==> src/rtl/mc_ctrl_pkg.sv <==
package mc_ctrl_pkg;
  localparam int OP_W = 6;
  localparam int FN_W = 6;
  localparam int ST_W = 4;

  typedef enum logic [ST_W-1:0] {
    ST_FETCH  = 4'd0,
    ST_DECODE = 4'd1,
    ST_ADDR   = 4'd2,
    ST_LOAD   = 4'd3,
    ST_LOADWB = 4'd4,
    ST_XFER   = 4'd5,
    ST_STORE  = 4'd6,
    ST_EXEC   = 4'd7,
    ST_ALUWB  = 4'd8,
    ST_OVF    = 4'd9,
    ST_ILL    = 4'd10
  } mc_state_e;

  localparam logic [OP_W-1:0] OP_RTYPE = 6'd0;
  localparam logic [OP_W-1:0] OP_BLTZ  = 6'd1;
  localparam logic [OP_W-1:0] OP_J     = 6'd2;
  localparam logic [OP_W-1:0] OP_JAL   = 6'd3;
  localparam logic [OP_W-1:0] OP_BEQ   = 6'd4;
  localparam logic [OP_W-1:0] OP_BNE   = 6'd5;
  localparam logic [OP_W-1:0] OP_ADDI  = 6'd8;
  localparam logic [OP_W-1:0] OP_SLTI  = 6'd10;
  localparam logic [OP_W-1:0] OP_ANDI  = 6'd12;
  localparam logic [OP_W-1:0] OP_ORI   = 6'd13;
  localparam logic [OP_W-1:0] OP_XORI  = 6'd14;
  localparam logic [OP_W-1:0] OP_LUI   = 6'd15;
  localparam logic [OP_W-1:0] OP_LW    = 6'd35;
  localparam logic [OP_W-1:0] OP_SW    = 6'd43;

  localparam logic [FN_W-1:0] FN_JR  = 6'd8;
  localparam logic [FN_W-1:0] FN_SYS = 6'd12;
  localparam logic [FN_W-1:0] FN_ADD = 6'd32;
  localparam logic [FN_W-1:0] FN_SUB = 6'd34;
  localparam logic [FN_W-1:0] FN_AND = 6'd36;
  localparam logic [FN_W-1:0] FN_OR  = 6'd37;
  localparam logic [FN_W-1:0] FN_XOR = 6'd38;
  localparam logic [FN_W-1:0] FN_NOR = 6'd39;
  localparam logic [FN_W-1:0] FN_SLT = 6'd42;

  localparam logic [1:0] FC_LUI   = 2'd0;
  localparam logic [1:0] FC_SLT   = 2'd1;
  localparam logic [1:0] FC_ARITH = 2'd2;
  localparam logic [1:0] FC_LOGIC = 2'd3;

  localparam logic [1:0] BR_NONE = 2'd0;
  localparam logic [1:0] BR_EQ   = 2'd1;
  localparam logic [1:0] BR_NE   = 2'd2;
  localparam logic [1:0] BR_LTZ  = 2'd3;

  typedef struct packed {
    logic       valid;
    logic       is_rtype;
    logic       is_imm;
    logic       is_mem;
    logic       is_load;
    logic       is_xfer;
    logic       is_jr;
    logic       is_sys;
    logic       is_jal;
    logic [1:0] br;
    logic       sub;
    logic [1:0] fclass;
    logic [1:0] lfn;
  } mc_inst_t;

  typedef struct packed {
    logic       pc_write;
    logic [1:0] pc_src;
    logic       jump_sel;
    logic       inst_data;
    logic       mem_read;
    logic       mem_write;
    logic       ir_write;
    logic       reg_write;
    logic [1:0] reg_dst;
    logic       reg_in_src;
    logic       src_x;
    logic [1:0] src_y;
    logic       add_sub;
    logic [1:0] logic_fn;
    logic [1:0] fn_class;
    logic       cause_write;
    logic       int_cause;
    logic       epc_write;
  } mc_ctrl_t;

  // Branch qualification: unconditional transfers always load the PC.
  function automatic logic branch_taken(input logic [1:0] br,
                                        input logic zero,
                                        input logic msb);
    case (br)
      BR_EQ:   return zero;
      BR_NE:   return ~zero;
      BR_LTZ:  return msb;
      default: return 1'b1;
    endcase
  endfunction
endpackage

==> src/rtl/mc_inst_decode.sv <==
module mc_inst_decode
  import mc_ctrl_pkg::*;
(
  input  logic [OP_W-1:0] op,
  input  logic [FN_W-1:0] fn,
  output mc_inst_t        inst
);
  always_comb begin
    inst       = '0;
    inst.valid = 1'b1;
    inst.fclass = FC_ARITH;
    case (op)
      OP_RTYPE: begin
        inst.is_rtype = 1'b1;
        case (fn)
          FN_ADD: inst.fclass = FC_ARITH;
          FN_SUB: inst.sub = 1'b1;
          FN_SLT: begin inst.sub = 1'b1; inst.fclass = FC_SLT; end
          FN_AND: begin inst.fclass = FC_LOGIC; inst.lfn = 2'd0; end
          FN_OR:  begin inst.fclass = FC_LOGIC; inst.lfn = 2'd1; end
          FN_XOR: begin inst.fclass = FC_LOGIC; inst.lfn = 2'd2; end
          FN_NOR: begin inst.fclass = FC_LOGIC; inst.lfn = 2'd3; end
          FN_JR:  begin inst.is_xfer = 1'b1; inst.is_jr = 1'b1; end
          FN_SYS: begin inst.is_xfer = 1'b1; inst.is_sys = 1'b1; end
          default: inst.valid = 1'b0;
        endcase
      end
      OP_LUI:  begin inst.is_imm = 1'b1; inst.fclass = FC_LUI; end
      OP_ADDI: inst.is_imm = 1'b1;
      OP_SLTI: begin inst.is_imm = 1'b1; inst.sub = 1'b1; inst.fclass = FC_SLT; end
      OP_ANDI: begin inst.is_imm = 1'b1; inst.fclass = FC_LOGIC; inst.lfn = 2'd0; end
      OP_ORI:  begin inst.is_imm = 1'b1; inst.fclass = FC_LOGIC; inst.lfn = 2'd1; end
      OP_XORI: begin inst.is_imm = 1'b1; inst.fclass = FC_LOGIC; inst.lfn = 2'd2; end
      OP_LW:   begin inst.is_mem = 1'b1; inst.is_load = 1'b1; end
      OP_SW:   inst.is_mem = 1'b1;
      OP_J:    inst.is_xfer = 1'b1;
      OP_JAL:  begin inst.is_xfer = 1'b1; inst.is_jal = 1'b1; end
      OP_BLTZ: begin inst.is_xfer = 1'b1; inst.br = BR_LTZ; end
      OP_BEQ:  begin inst.is_xfer = 1'b1; inst.br = BR_EQ; end
      OP_BNE:  begin inst.is_xfer = 1'b1; inst.br = BR_NE; end
      default: inst.valid = 1'b0;
    endcase
  end
endmodule

==> src/rtl/mc_next_state.sv <==
module mc_next_state
  import mc_ctrl_pkg::*;
(
  input  mc_state_e st,
  input  mc_inst_t  inst,
  input  logic      illegal,
  input  logic      ovfl,
  output mc_state_e nxt
);
  always_comb begin
    case (st)
      ST_FETCH:  nxt = ST_DECODE;
      ST_DECODE: begin
        if (illegal)           nxt = ST_ILL;
        else if (inst.is_xfer) nxt = ST_XFER;
        else if (inst.is_mem)  nxt = ST_ADDR;
        else                   nxt = ST_EXEC;
      end
      ST_ADDR:   nxt = inst.is_load ? ST_LOAD : ST_STORE;
      ST_LOAD:   nxt = ST_LOADWB;
      ST_EXEC:   nxt = ovfl ? ST_OVF : ST_ALUWB;
      default:   nxt = ST_FETCH;
    endcase
  end
endmodule

==> src/rtl/mc_out_decode.sv <==
module mc_out_decode
  import mc_ctrl_pkg::*;
(
  input  mc_state_e st,
  input  mc_inst_t  inst,
  input  logic      zero,
  input  logic      msb,
  output mc_ctrl_t  c
);
  always_comb begin
    c          = '0;
    c.fn_class = FC_ARITH;
    case (st)
      ST_FETCH: begin
        c.mem_read = 1'b1;
        c.ir_write = 1'b1;
        c.pc_src   = 2'd3;
        c.pc_write = 1'b1;
      end
      ST_DECODE: c.src_y = 2'd3;
      ST_ADDR: begin
        c.src_x = 1'b1;
        c.src_y = 2'd2;
      end
      ST_LOAD: begin
        c.inst_data = 1'b1;
        c.mem_read  = 1'b1;
      end
      ST_LOADWB: c.reg_write = 1'b1;
      ST_XFER: begin
        c.src_x    = 1'b1;
        c.src_y    = 2'd1;
        c.add_sub  = 1'b1;
        c.jump_sel = inst.is_sys;
        c.pc_src   = inst.is_jr ? 2'd1 : ((inst.br != BR_NONE) ? 2'd2 : 2'd0);
        c.pc_write = branch_taken(inst.br, zero, msb);
        if (inst.is_jal) begin
          c.reg_write  = 1'b1;
          c.reg_dst    = 2'd2;
          c.reg_in_src = 1'b1;
        end
      end
      ST_STORE: begin
        c.inst_data = 1'b1;
        c.mem_write = 1'b1;
      end
      ST_EXEC: begin
        c.src_x    = 1'b1;
        c.src_y    = inst.is_imm ? 2'd2 : 2'd1;
        c.add_sub  = inst.sub;
        c.fn_class = inst.fclass;
        c.logic_fn = inst.lfn;
      end
      ST_ALUWB: begin
        c.reg_write  = 1'b1;
        c.reg_dst    = inst.is_rtype ? 2'd1 : 2'd0;
        c.reg_in_src = 1'b1;
      end
      ST_OVF, ST_ILL: begin
        c.cause_write = 1'b1;
        c.epc_write   = 1'b1;
        c.int_cause   = (st == ST_OVF);
        c.jump_sel    = 1'b1;
        c.pc_src      = 2'd0;
        c.pc_write    = 1'b1;
      end
      default: c.fn_class = FC_ARITH;
    endcase
  end
endmodule

==> src/rtl/mc_ctrl_fsm.sv <==
module mc_ctrl_fsm
  import mc_ctrl_pkg::*;
(
  input  logic            clk,
  input  logic            rst_n,
  input  logic [OP_W-1:0] op,
  input  logic [FN_W-1:0] fn,
  input  logic            alu_zero,
  input  logic            alu_msb,
  input  logic            alu_ovfl,
  input  logic            illegal_op,
  output logic            pc_write,
  output logic [1:0]      pc_src,
  output logic            jump_addr_sel,
  output logic            inst_data,
  output logic            mem_read,
  output logic            mem_write,
  output logic            ir_write,
  output logic            reg_write,
  output logic [1:0]      reg_dst,
  output logic            reg_in_src,
  output logic            alu_src_x,
  output logic [1:0]      alu_src_y,
  output logic            add_sub,
  output logic [1:0]      logic_fn,
  output logic [1:0]      fn_class,
  output logic            cause_write,
  output logic            int_cause,
  output logic            epc_write,
  output logic [ST_W-1:0] state_o
);
  mc_state_e state_q, state_d;
  mc_inst_t  inst;
  mc_ctrl_t  ctrl;
  logic      illegal;

  mc_inst_decode u_dec (.op(op), .fn(fn), .inst(inst));

  assign illegal = illegal_op | ~inst.valid;

  mc_next_state u_nxt (
    .st(state_q), .inst(inst), .illegal(illegal), .ovfl(alu_ovfl), .nxt(state_d)
  );

  mc_out_decode u_out (
    .st(state_q), .inst(inst), .zero(alu_zero), .msb(alu_msb), .c(ctrl)
  );

  always_ff @(posedge clk or negedge rst_n) begin
    if (!rst_n) state_q <= ST_FETCH;
    else        state_q <= state_d;
  end

  assign pc_write      = ctrl.pc_write;
  assign pc_src        = ctrl.pc_src;
  assign jump_addr_sel = ctrl.jump_sel;
  assign inst_data     = ctrl.inst_data;
  assign mem_read      = ctrl.mem_read;
  assign mem_write     = ctrl.mem_write;
  assign ir_write      = ctrl.ir_write;
  assign reg_write     = ctrl.reg_write;
  assign reg_dst       = ctrl.reg_dst;
  assign reg_in_src    = ctrl.reg_in_src;
  assign alu_src_x     = ctrl.src_x;
  assign alu_src_y     = ctrl.src_y;
  assign add_sub       = ctrl.add_sub;
  assign logic_fn      = ctrl.logic_fn;
  assign fn_class      = ctrl.fn_class;
  assign cause_write   = ctrl.cause_write;
  assign int_cause     = ctrl.int_cause;
  assign epc_write     = ctrl.epc_write;
  assign state_o       = state_q;
endmodule

==> config.mk <==
export PLATFORM = sky130hd
export DESIGN_NAME = mc_ctrl_fsm
export DESIGN_NICKNAME = d
export VERILOG_FILES = /design/src/rtl/mc_ctrl_pkg.sv /design/src/rtl/mc_inst_decode.sv /design/src/rtl/mc_next_state.sv /design/src/rtl/mc_out_decode.sv /design/src/rtl/mc_ctrl_fsm.sv
export SDC_FILE = /design/constraint.sdc
export NUM_CORES = 1
export LEC_CHECK = 0
export BUFFER_PORTS_ARGS = -buffer_cell sky130_fd_sc_hd__buf_4
export CAP_MARGIN = 0
export CORE_MARGIN = 10
export CORE_UTILIZATION = 40
export DETAILED_ROUTE_END_ITERATION = 10
export PLACE_DENSITY = 0.73
export SKIP_LAST_GASP = 1
export SYNTH_ARGS = -nofsm -noshare
export SYNTH_HDL_FRONTEND = slang
export SYNTH_SLANG_ARGS = --single-unit
==> constraint.sdc <==
create_clock -name clk -period 1.5 [get_ports clk]
set_input_delay 0 -clock clk [delete_from_list [all_inputs] [get_ports clk]]
set_output_delay 0 -clock clk [all_outputs]
set_load 0.005 [all_outputs]
# Word-level counts from Yosys, hierarchy flattened
# Index checks and enable logic that the tools add are counted.
totals:
  in_bits: 18
  output_inout_bits: 27
  word_cells: 101
  regBits: 4
classes:
  n_eq_ne: 35
  bitwise: 3
  reduce_logical: 17
  n_mux: 45
ops:
  columns: ["cell", "count"]
  rows:
  - ["6-bit equality test (second input constant)", 9]
  - ["6-bit by 4-bit equality test with 1-bit output (second input constant)", 8]
  - ["4-bit one-hot mux with 5 select lines", 1]
  - ["2-bit one-hot mux with 3 select lines", 3]
  - ["1-bit 2-to-1 mux", 17]
  - ["4-bit by 3-bit equality test with 1-bit output (second input constant)", 4]
  - ["2-bit one-hot mux with 4 select lines", 2]
  - ["2-bit OR reduction", 7]
  - ["13-bit OR reduction", 1]
  - ["4-bit equality test (second input constant)", 3]
  - ["6-bit by 2-bit equality test with 1-bit output (second input constant)", 2]
  - ["6-bit by 3-bit equality test with 1-bit output (second input constant)", 2]
  - ["2-bit 2-to-1 mux", 6]
  - ["4-bit 2-to-1 mux", 3]
  - ["1-bit one-hot mux with 2 select lines", 6]
  - ["3-bit 2-to-1 mux", 3]
  - ["3-bit one-hot mux with 3 select lines", 1]
  - ["9-bit OR reduction", 1]
  - ["4-bit by 2-bit equality test with 1-bit output (second input constant)", 2]
  - ["6-bit by 1-bit equality test with 1-bit output (second input constant)", 1]
  - ["6-bit zero test", 1]
  - ["3-bit one-hot mux with 2 select lines", 1]
  - ["3-bit OR reduction", 2]
  - ["6-bit OR reduction", 1]
  - ["11 further kinds", 13]

# Depth between registers and ports, before layout
# Gate-level depths: netlist of the first run.
logic_depth:
  word_depth: 8
  depth_mapped: 6
  ltp_nobuf: 5

# By module
# Synthesis of the first run repeated with hierarchy kept, for this count alone.
unflattened:
  cells_unflattened: 132
  hier_area_um2: 945.9
modules_own_cells:
  columns: ["module", "cells_each", "instances", "area_each_um2"]
  rows:
  - ["mc_inst_decode", 56, 1, 380.4]
  - ["mc_out_decode", 53, 1, 345.3]
  - ["mc_next_state", 18, 1, 113.9]
  - ["mc_ctrl_fsm", 5, 1, 106.4]

# Least setup slack after synthesis of the first run
# OpenSTA, ideal clock, no wires.
synth_path:
  kind: "input-to-reg"
  from: "input port op[5]"
  to: "register state_q[3], in the netlist state_o[3]"
  cell_stages: 6
  required_ns: 1.381
  setup_slack_ns: 0.061
  setup_time_ns: 0.119
  path_buffers: 1
  t_arrival_ns: 1.320
  cell_sequence: "buf_6 > or4_4 > nor3_4 > inv_2 > o31a_1 > a21bo_1"
synth_between:
  elab_chain_len: 7
  elab_cells_between_ends: 20
synth_lines:
  columns: ["element", "line_no", "source"]
  rows:
  - ["start: declaration", "mc_ctrl_fsm.sv:6", "input logic [OP_W-1:0] op,"]
  - ["6-bit by 4-bit equality test with 1-bit output (tied with other cells)", "mc_inst_decode.sv:12", "case (op)"]
  - ["13-bit OR reduction (no line)", null, null]
  - ["1-bit one-hot mux with 2 select lines (*)", "mc_inst_decode.sv:12", null]
  - ["1-bit inverter (*)", "mc_ctrl_fsm.sv:39", "assign illegal = illegal_op | ~inst.valid;"]
  - ["1-bit bitwise OR (*)", "mc_ctrl_fsm.sv:39", null]
  - ["4-bit 2-to-1 mux (*)", "mc_next_state.sv:14", "if (illegal) nxt = ST_ILL;"]
  - ["4-bit one-hot mux with 5 select lines (*)", "mc_next_state.sv:11", "case (st)"]
  - ["net state_d[3]", "mc_ctrl_fsm.sv:32", "mc_state_e state_q, state_d;"]
  - ["end signal: assignment", "mc_ctrl_fsm.sv:51", "else state_q <= state_d;"]
  - ["end: declaration", "mc_ctrl_fsm.sv:32", null]
# Mark *: on every way through the listed nets, which the timed path passes. The rest lies on a longest branch.

# Final worst setup path of the first run
layout_path:
  from: "register state_q[1], in the netlist state_o[1]"
  to: "output port pc_write"
layout_between:
  elab_chain_len: 3
  elab_cells_between_ends: 6
layout_lines:
  columns: ["element", "line_no", "source"]
  rows:
  - ["4-bit equality test", "mc_out_decode.sv:13", "case (st)"]
  - ["2-bit OR reduction", "mc_out_decode.sv:13", null]
  - ["3-bit one-hot mux with 3 select lines (*)", "mc_out_decode.sv:13", null]
  - ["end: declaration", "mc_ctrl_fsm.sv:12", "output logic pc_write,"]
# Mark *: on every way between the ends. The rest lies on a longest branch, timed or not.

==> impl_metrics.env, run 1 <==
export IMPL_vias_per_cell=5.36
export IMPL_ir_drop_mv=0.855
export IMPL_place_area_mm2=0.00122
export IMPL_reg2reg_slack_ns=0.17
export IMPL_areaGrowthSynthToFinish_pct=73.2
export IMPL_cts_tree="yes"
export IMPL_grt_pass1_vias=1075
export IMPL_dr_wl_met2_um=1610
export IMPL_layout_nets=209
export IMPL_layout_commonest_cell="buf_4"
export IMPL_met3_length_um=238
export IMPL_grt_first_pass_wirelength_um=4720
export IMPL_utilization_pct=72.3
export IMPL_fmax_ghz=0.644
export IMPL_final_area_mm2=0.00142
export IMPL_ios=45
export IMPL_critPathMostFrequentCell="buf_4"
export IMPL_die_area_mm2=0.00425
export IMPL_path_buf_inv=2
export IMPL_drt_pass1_iterations=4
export IMPL_drcViolationCount=0
export IMPL_crit_type="flop to primary output"
export IMPL_grt_usage_pct=13.0
export IMPL_wirelength_um=3150
export IMPL_yosys_area_top_type_share_pct=12.2
export IMPL_reg2reg_from="state_o[3]$_DFF_PN0_"
export IMPL_num_rows=16
export IMPL_yosys_warnings=0
export IMPL_clk_latency_ns=0.24
export IMPL_min_path_cells=3
export IMPL_die_h_um=65.2
export IMPL_worst_slew_pin_slew_ns=0.484
export IMPL_leakage_nw=0.667
export IMPL_final_cell_mix="buf_4 (61), nand2_1 (16), nor2b_1 (11), nor2_1 (10), nor3_1 (7)"
export IMPL_first_iter_violations=56
export IMPL_holdPathEnd="state_o[1]$_DFF_PN0_"
export IMPL_cts_made_buffers=3
export IMPL_diodes=0
export IMPL_core_area_mm2=0.00196
export IMPL_synth_largest_area_cell="dfrtp_1"
export IMPL_status="finished with violations"
export IMPL_place_hpwl_um=2390
export IMPL_drive_gt1_share_pct=46.6
export IMPL_cp_required_ns=1.50
export IMPL_initial_core_util_pct=41.7
export IMPL_htree_levels=1
export IMPL_gp_congestion=0.898
export IMPL_grt_max_degree=14
export IMPL_ant_nets=0
export IMPL_setup_violations=1
export IMPL_powerDensity_mw_per_mm2=1330
export IMPL_met1_length_um=1290
export IMPL_die_x_um=65.2
export IMPL_end_kind="primary output"
export IMPL_ys_seq_area_share_pct=12.2
export IMPL_synth_cell_type_count=39
export IMPL_vias=1158
export IMPL_arrival_ns=1.55
export IMPL_finalHoldViolCount=0
export IMPL_rsz0062_at_grt="yes"
export IMPL_critPathMaxStageDelay_ns=0.44
export IMPL_ctsRootBufferMaster="clkbuf_4"
export IMPL_setup_slack_ns=-0.0516
export IMPL_hold_class="primary input to flop"
export IMPL_slew_headroom_pct=67.5
export IMPL_rr_worst_depth=5
export IMPL_netlist_area_um2=818
export IMPL_antenna_found_initial=0
export IMPL_crit_chain="nand2b_4 > nand2_1 > buf_4 > a21oi_1 > o21ai_1 > buf_4"
export IMPL_dr_max_layer_used="met4"
export IMPL_cp_slowest_cell="dfrtp_2"
export IMPL_synthesis_nets=147
export IMPL_crit_path_max_fanout=7
export IMPL_syn_inst=129
export IMPL_cp_start_kind="flop"
export IMPL_wl_per_cell_um=14.6
export IMPL_cts_buffer_depth=2
export IMPL_path_clk_slew_ns=0.04
export IMPL_largest_reg_flops=4
export IMPL_violations="setup timing"
export IMPL_layout_worst_path_cycle_share_pct=103
export IMPL_min_period_ns=1.55
export IMPL_critPathTopFamily="flip-flops"
export IMPL_synth_seq_cells=4
export IMPL_fin_worst_skew_ns=0.00414
export IMPL_pre_cts_ws_ns=-0.0268
export IMPL_grt_ovfl_total=0
export IMPL_syn_area_per_cell_um2=6.34
export IMPL_total_power_mw=1.89
export IMPL_io_buffers=44
export IMPL_cts_sinks=4
export IMPL_synth_area_leaders="dfrtp_1 (12%), nor2b_1 (8.4%), nand2_1 (7.8%), nand2b_1 (6.1%), nor3_1 (5.5%)"
export IMPL_r2r_end="state_o[0]$_DFF_PN0_"
export IMPL_holdCritStartpoint="illegal_op"
export IMPL_max_cap_viol_count=0
export IMPL_timing_final_max_slew_violations=0
-- final cells by class --
cell class | instances | area, um^2
Multi-Input combinational cell | 112 | 719
Fill cell | 165 | 544
Timing Repair Buffer | 67 | 526
Sequential cell | 4 | 105
Tap cell | 27 | 33.8
Clock buffer | 3 | 22.5
Inverter | 3 | 11.3
-- what timing repair did --
action / 4_1_cts / 5_1_grt
hold endpoints to repair: 4 / 0
endpoints found under the setup margin: 8 / 15
cloned: 0 / 0
pin swaps: 1 / 10
hold buffers: 1 / 0
setup buffers: 0 / 11
gates resized for setup: 5 / 19
-- how the worst max path moves through the flow --
| stage | from | endpoint | slack [ns] | cells after the start |
|---|---|---|---|---|
| final | state_o[1]$_DFF_PN0_ | pc_write | -0.05 | 6 |
| after global routing | state_o[1]$_DFF_PN0_ | pc_write | -0.13 | 6 |
| after CTS | state_o[1]$_DFF_PN0_ | jump_addr_sel | -0.03 | 5 |
| after detailed placement | op[1] | state_o[3]$_DFF_PN0_ | -0.03 | 6 |
| after global placement | op[1] | state_o[3]$_DFF_PN0_ | 0.002 | 6 |
| after floorplan | op[5] | state_o[3]$_DFF_PN0_ | 0.06 | 6 |
-- logic make-up after synthesis --
kind of cell	Yosys count	share of synthesized area [%]
flops	4	12.2
xor+xnor	1	1.07
compound gates	32	25.7
buf+inv	13	7.34
simple gates	79	53.7
-- Yosys cell counts --
master	n
a21oi_1	6
nor4_1	1
nand3_1	4
a211oi_1	1
a21bo_1	1
and2_1	2
nand2_1	17
a21o_1	1
nor3_1	9
clkbuf_1	8
o31a_1	1
o21ai_1	1
o21ai_0	8
inv_1	2
o22ai_1	1
a21boi_0	2
nor2_1	11
buf_4	1
buf_6	1
inv_2	1
o211ai_1	2
or4_4	1
a31oi_1	2
nand4_1	2
o21a_1	2
nand3b_1	4
nor3_4	1
o2111ai_1	1
a41o_2	1
nand4b_1	2
xnor2_1	1
a32oi_1	1
or2_2	1
and2_2	1
a41oi_1	1
nand2b_1	8
dfrtp_1	4
nor3b_1	4
nor2b_1	11
-- tightest hold or removal path, cell delays in order --
cell	delay [ns]
buf_4	0.12
inv_1	0.05
a31oi_1	0.09
-- routing by layer --
metal / vias up / track usage, %
met2: 43 / 23.9
met5: - / 0
met4: 0 / 3.21
met3: 2 / 4.07
met1: 528 / 14.1
li1: 585 / -
-- through the flow --
stage / std cells / hold slack, ns / setup TNS, ns
CTS: 205 / 0.0555 / -0.0343
finish: 216 / 0.0620 / -0.0516
global route: 216 / 0.0773 / -0.282
floorplan: 129 / -0.296 / 0
detailed placement: 201 / -0.203 / -0.0339
global placement: 201 / -0.205 / 0
-- power breakdown --
group          leakage, nW  switching (mW)  total [mW]  internal (mW)
Sequential          0.0463           0.103       0.266          0.163
Combinational        0.607           0.656        1.48          0.824
Clock               0.0138          0.0504       0.140         0.0900
Note: power is estimated with default switching activity, not from simulation.
==> run 2: changes to the inputs <==
- CORE_MARGIN: 10 -> 2
==> run 2 against run 1 <==
- the flow now finishes without violations
- combinational power is 10% lower
- wire length is 13% lower
- cell area is 4.8% lower
- flip-flop and latch count stayed put
- first-iteration DRC count is 46% lower
- clock skew is 0.0019 ns higher
- sequential power is 3% higher
- total power is 8.2% lower
- fmax is 5.8% higher
- critical endpoint is now pc_src[0]
==> impl_metrics.env, run 2 (synthesized netlist as in run 1, its figures left out) <==
export IMPL_status="complete, no violations"
export IMPL_layout_worst_path_cycle_share_pct=97.8
export IMPL_fmax_ghz=0.682
export IMPL_num_rows=16
export IMPL_layout_commonest_cell="buf_4"
export IMPL_vias_per_cell=5.40
export IMPL_rr_worst_depth=4
export IMPL_worst_slew_pin_slew_ns=0.488
export IMPL_cts_tree="yes"
export IMPL_grt_first_pass_wirelength_um=4400
export IMPL_grt_max_degree=15
export IMPL_crit_path_max_fanout=3
export IMPL_setup_violations=0
export IMPL_drive_gt1_share_pct=44.3
export IMPL_min_path_cells=3
export IMPL_powerDensity_mw_per_mm2=1280
export IMPL_crit_type="primary input to primary output"
export IMPL_slew_headroom_pct=67.2
export IMPL_grt_ovfl_total=0
export IMPL_clk_latency_ns=0.23
export IMPL_p_sw_mw=0.743
export IMPL_cp_start_kind="primary input"
export IMPL_p_int_mw=0.990
export IMPL_drcViolationCount=0
export IMPL_place_hpwl_um=2150
export IMPL_pwr_share_comb_pct=76.8
export IMPL_areaGrowthSynthToFinish_pct=65.0
export IMPL_htree_levels=1
export IMPL_power_frac_clock_pct=7.4
export IMPL_hold_class="primary input to flop"
export IMPL_diodes=0
export IMPL_cp_required_ns=1.50
export IMPL_multi_input_area_um2=704
export IMPL_seq_power_share_pct=15.7
export IMPL_end_kind="primary output"
export IMPL_setup_tns_final_ns=0
export IMPL_ir_drop_mv=0.863
export IMPL_die_h_um=49.2
export IMPL_critPathMaxStageDelay_ns=0.55
export IMPL_io_buffers=44
export IMPL_die_area_mm2=0.00242
export IMPL_wl_per_cell_um=13.0
export IMPL_cts_buffer_depth=2
export IMPL_finalHoldViolCount=0
export IMPL_holdPathEnd="state_o[1]$_DFF_PN0_"
export IMPL_antenna_found_initial=0
export IMPL_cts_made_buffers=3
export IMPL_path_buf_inv=3
export IMPL_critPathMostFrequentCell="buf_6"
export IMPL_crit_chain="buf_6 > or4_4 > nor3_4 > buf_6 > nand2_4 > nor3_2 > o21a_1 > buf_4"
export IMPL_layout_nets=203
export IMPL_drt_pass1_iterations=5
export IMPL_timing_final_max_slew_violations=0
export IMPL_die_x_um=49.2
export IMPL_holdCritStartpoint="illegal_op"
export IMPL_grt_pass1_vias=1033
export IMPL_utilization_pct=69.5
export IMPL_ctsRootBufferMaster="clkbuf_4"
export IMPL_grt_usage_pct=22.8
export IMPL_largest_reg_flops=4
export IMPL_final_cell_mix="buf_4 (55), nand2_1 (15), nor2b_1 (11), nor2_1 (10), nor3_1 (8)"
export IMPL_ant_nets=0
export IMPL_rsz0062_at_grt="yes"
export IMPL_vias=1134
export IMPL_initial_core_util_pct=42.1
export IMPL_first_iter_violations=30
export IMPL_r2r_end="state_o[0]$_DFF_PN0_"
export IMPL_critPathTopFamily="simple AND/OR/NAND/NOR gates"
export IMPL_fill_cells=172
export IMPL_cp_slowest_cell="or4_4"
export IMPL_min_period_ns=1.47
export IMPL_ios=45
export IMPL_core_area_mm2=0.00194
export IMPL_sw_frac_of_total_pct=42.9
export IMPL_arrival_ns=1.47
export IMPL_path_clk_slew_ns=0.03
export IMPL_fin_worst_skew_ns=0.00608
export IMPL_leakage_nw=0.623
export IMPL_max_cap_viol_count=0
export IMPL_cts_sinks=4
export IMPL_reg2reg_from="state_o[2]$_DFF_PN0_"
export IMPL_reg2reg_slack_ns=0.20
export IMPL_gp_congestion=0.895
export IMPL_wirelength_um=2740
export IMPL_seq_area_um2=105
==> run 2: changes by cell type in the layout (fill, tap and decap cells not counted), sizes merged <==
| cell | previous run | this run |
|---|---|---|
| dlymetal6s2s | 1 | 0 |
| buf | 65 | 59 |
| clkbuf | 3 | 4 |
==> run 2: repair_timing <==
item / 4_1_cts / 5_1_grt
resized for setup: 3 / 18
endpoints found under the hold margin: 4 / 0
pin swaps: 0 / 8
setup buffers: 0 / 5
hold buffers: 1 / 0
endpoints found under the setup margin: 9 / 17
==> run 2: how the worst max path moves through the flow <==
stage	slack, ns	to	startpoint	cells after the start
2_1_floorplan	0.06	state_o[3]$_DFF_PN0_	op[5]	6
3_5_place_dp	-0.02	state_o[3]$_DFF_PN0_	op[1]	6
6_report	0.03	pc_src[0]	op[5]	8
3_3_place_gp	0.009	state_o[3]$_DFF_PN0_	op[1]	6
4_1_cts	-0.02	jump_addr_sel	state_o[2]$_DFF_PN0_	4
5_1_grt	-0.04	pc_src[0]	op[5]	8
==> run 2: worst min-delay path: stages <==
cell     delay, ns
buf_4         0.12
inv_1         0.04
a31oi_1       0.07
==> run 2: per-stage QoR <==
step,hold slack [ns],instance area [um^2],total power [mW],worst slack (ns),cells
finish,0.0517,1350,1.73,0.0335,210
global route,0.0707,1350,1.88,-0.0379,210
CTS,0.0577,1260,1.60,-0.0229,205
detailed placement,-0.204,1220,1.45,-0.0152,201
global placement,-0.206,1220,1.44,0.00859,201
floorplan,-0.296,818,0.851,0.0609,129
==> run 2: layout make-up <==
type / count / share of cell area, %
inverters: 3 / 0.834
flip-flops and latches: 4 / 7.79
clock buffers: 3 / 1.67
multi-input cells: 112 / 52.2
well taps: 27 / 2.50
repair buffers: 61 / 35.0
==> run 2: metal layers <==
layer	up-vias	track usage (%)	share of wire, %
li1	572	-	-
met1	514	27.4	42
met2	42	39.4	51
met3	6	3.99	5.4
met4	0	10.0	1.6
met5	-	0	0
==> run 2: power groups by stage <==
stage / sequential, mW / clock [mW] / combinational, mW
after global routing: 0.287 / 0.137 / 1.45
after CTS: 0.268 / 0.132 / 1.20
after global placement: 0.267 / 0 / 1.17
after detailed placement: 0.266 / 0 / 1.19
final: 0.273 / 0.129 / 1.33
after floorplan: 0.197 / 0 / 0.654
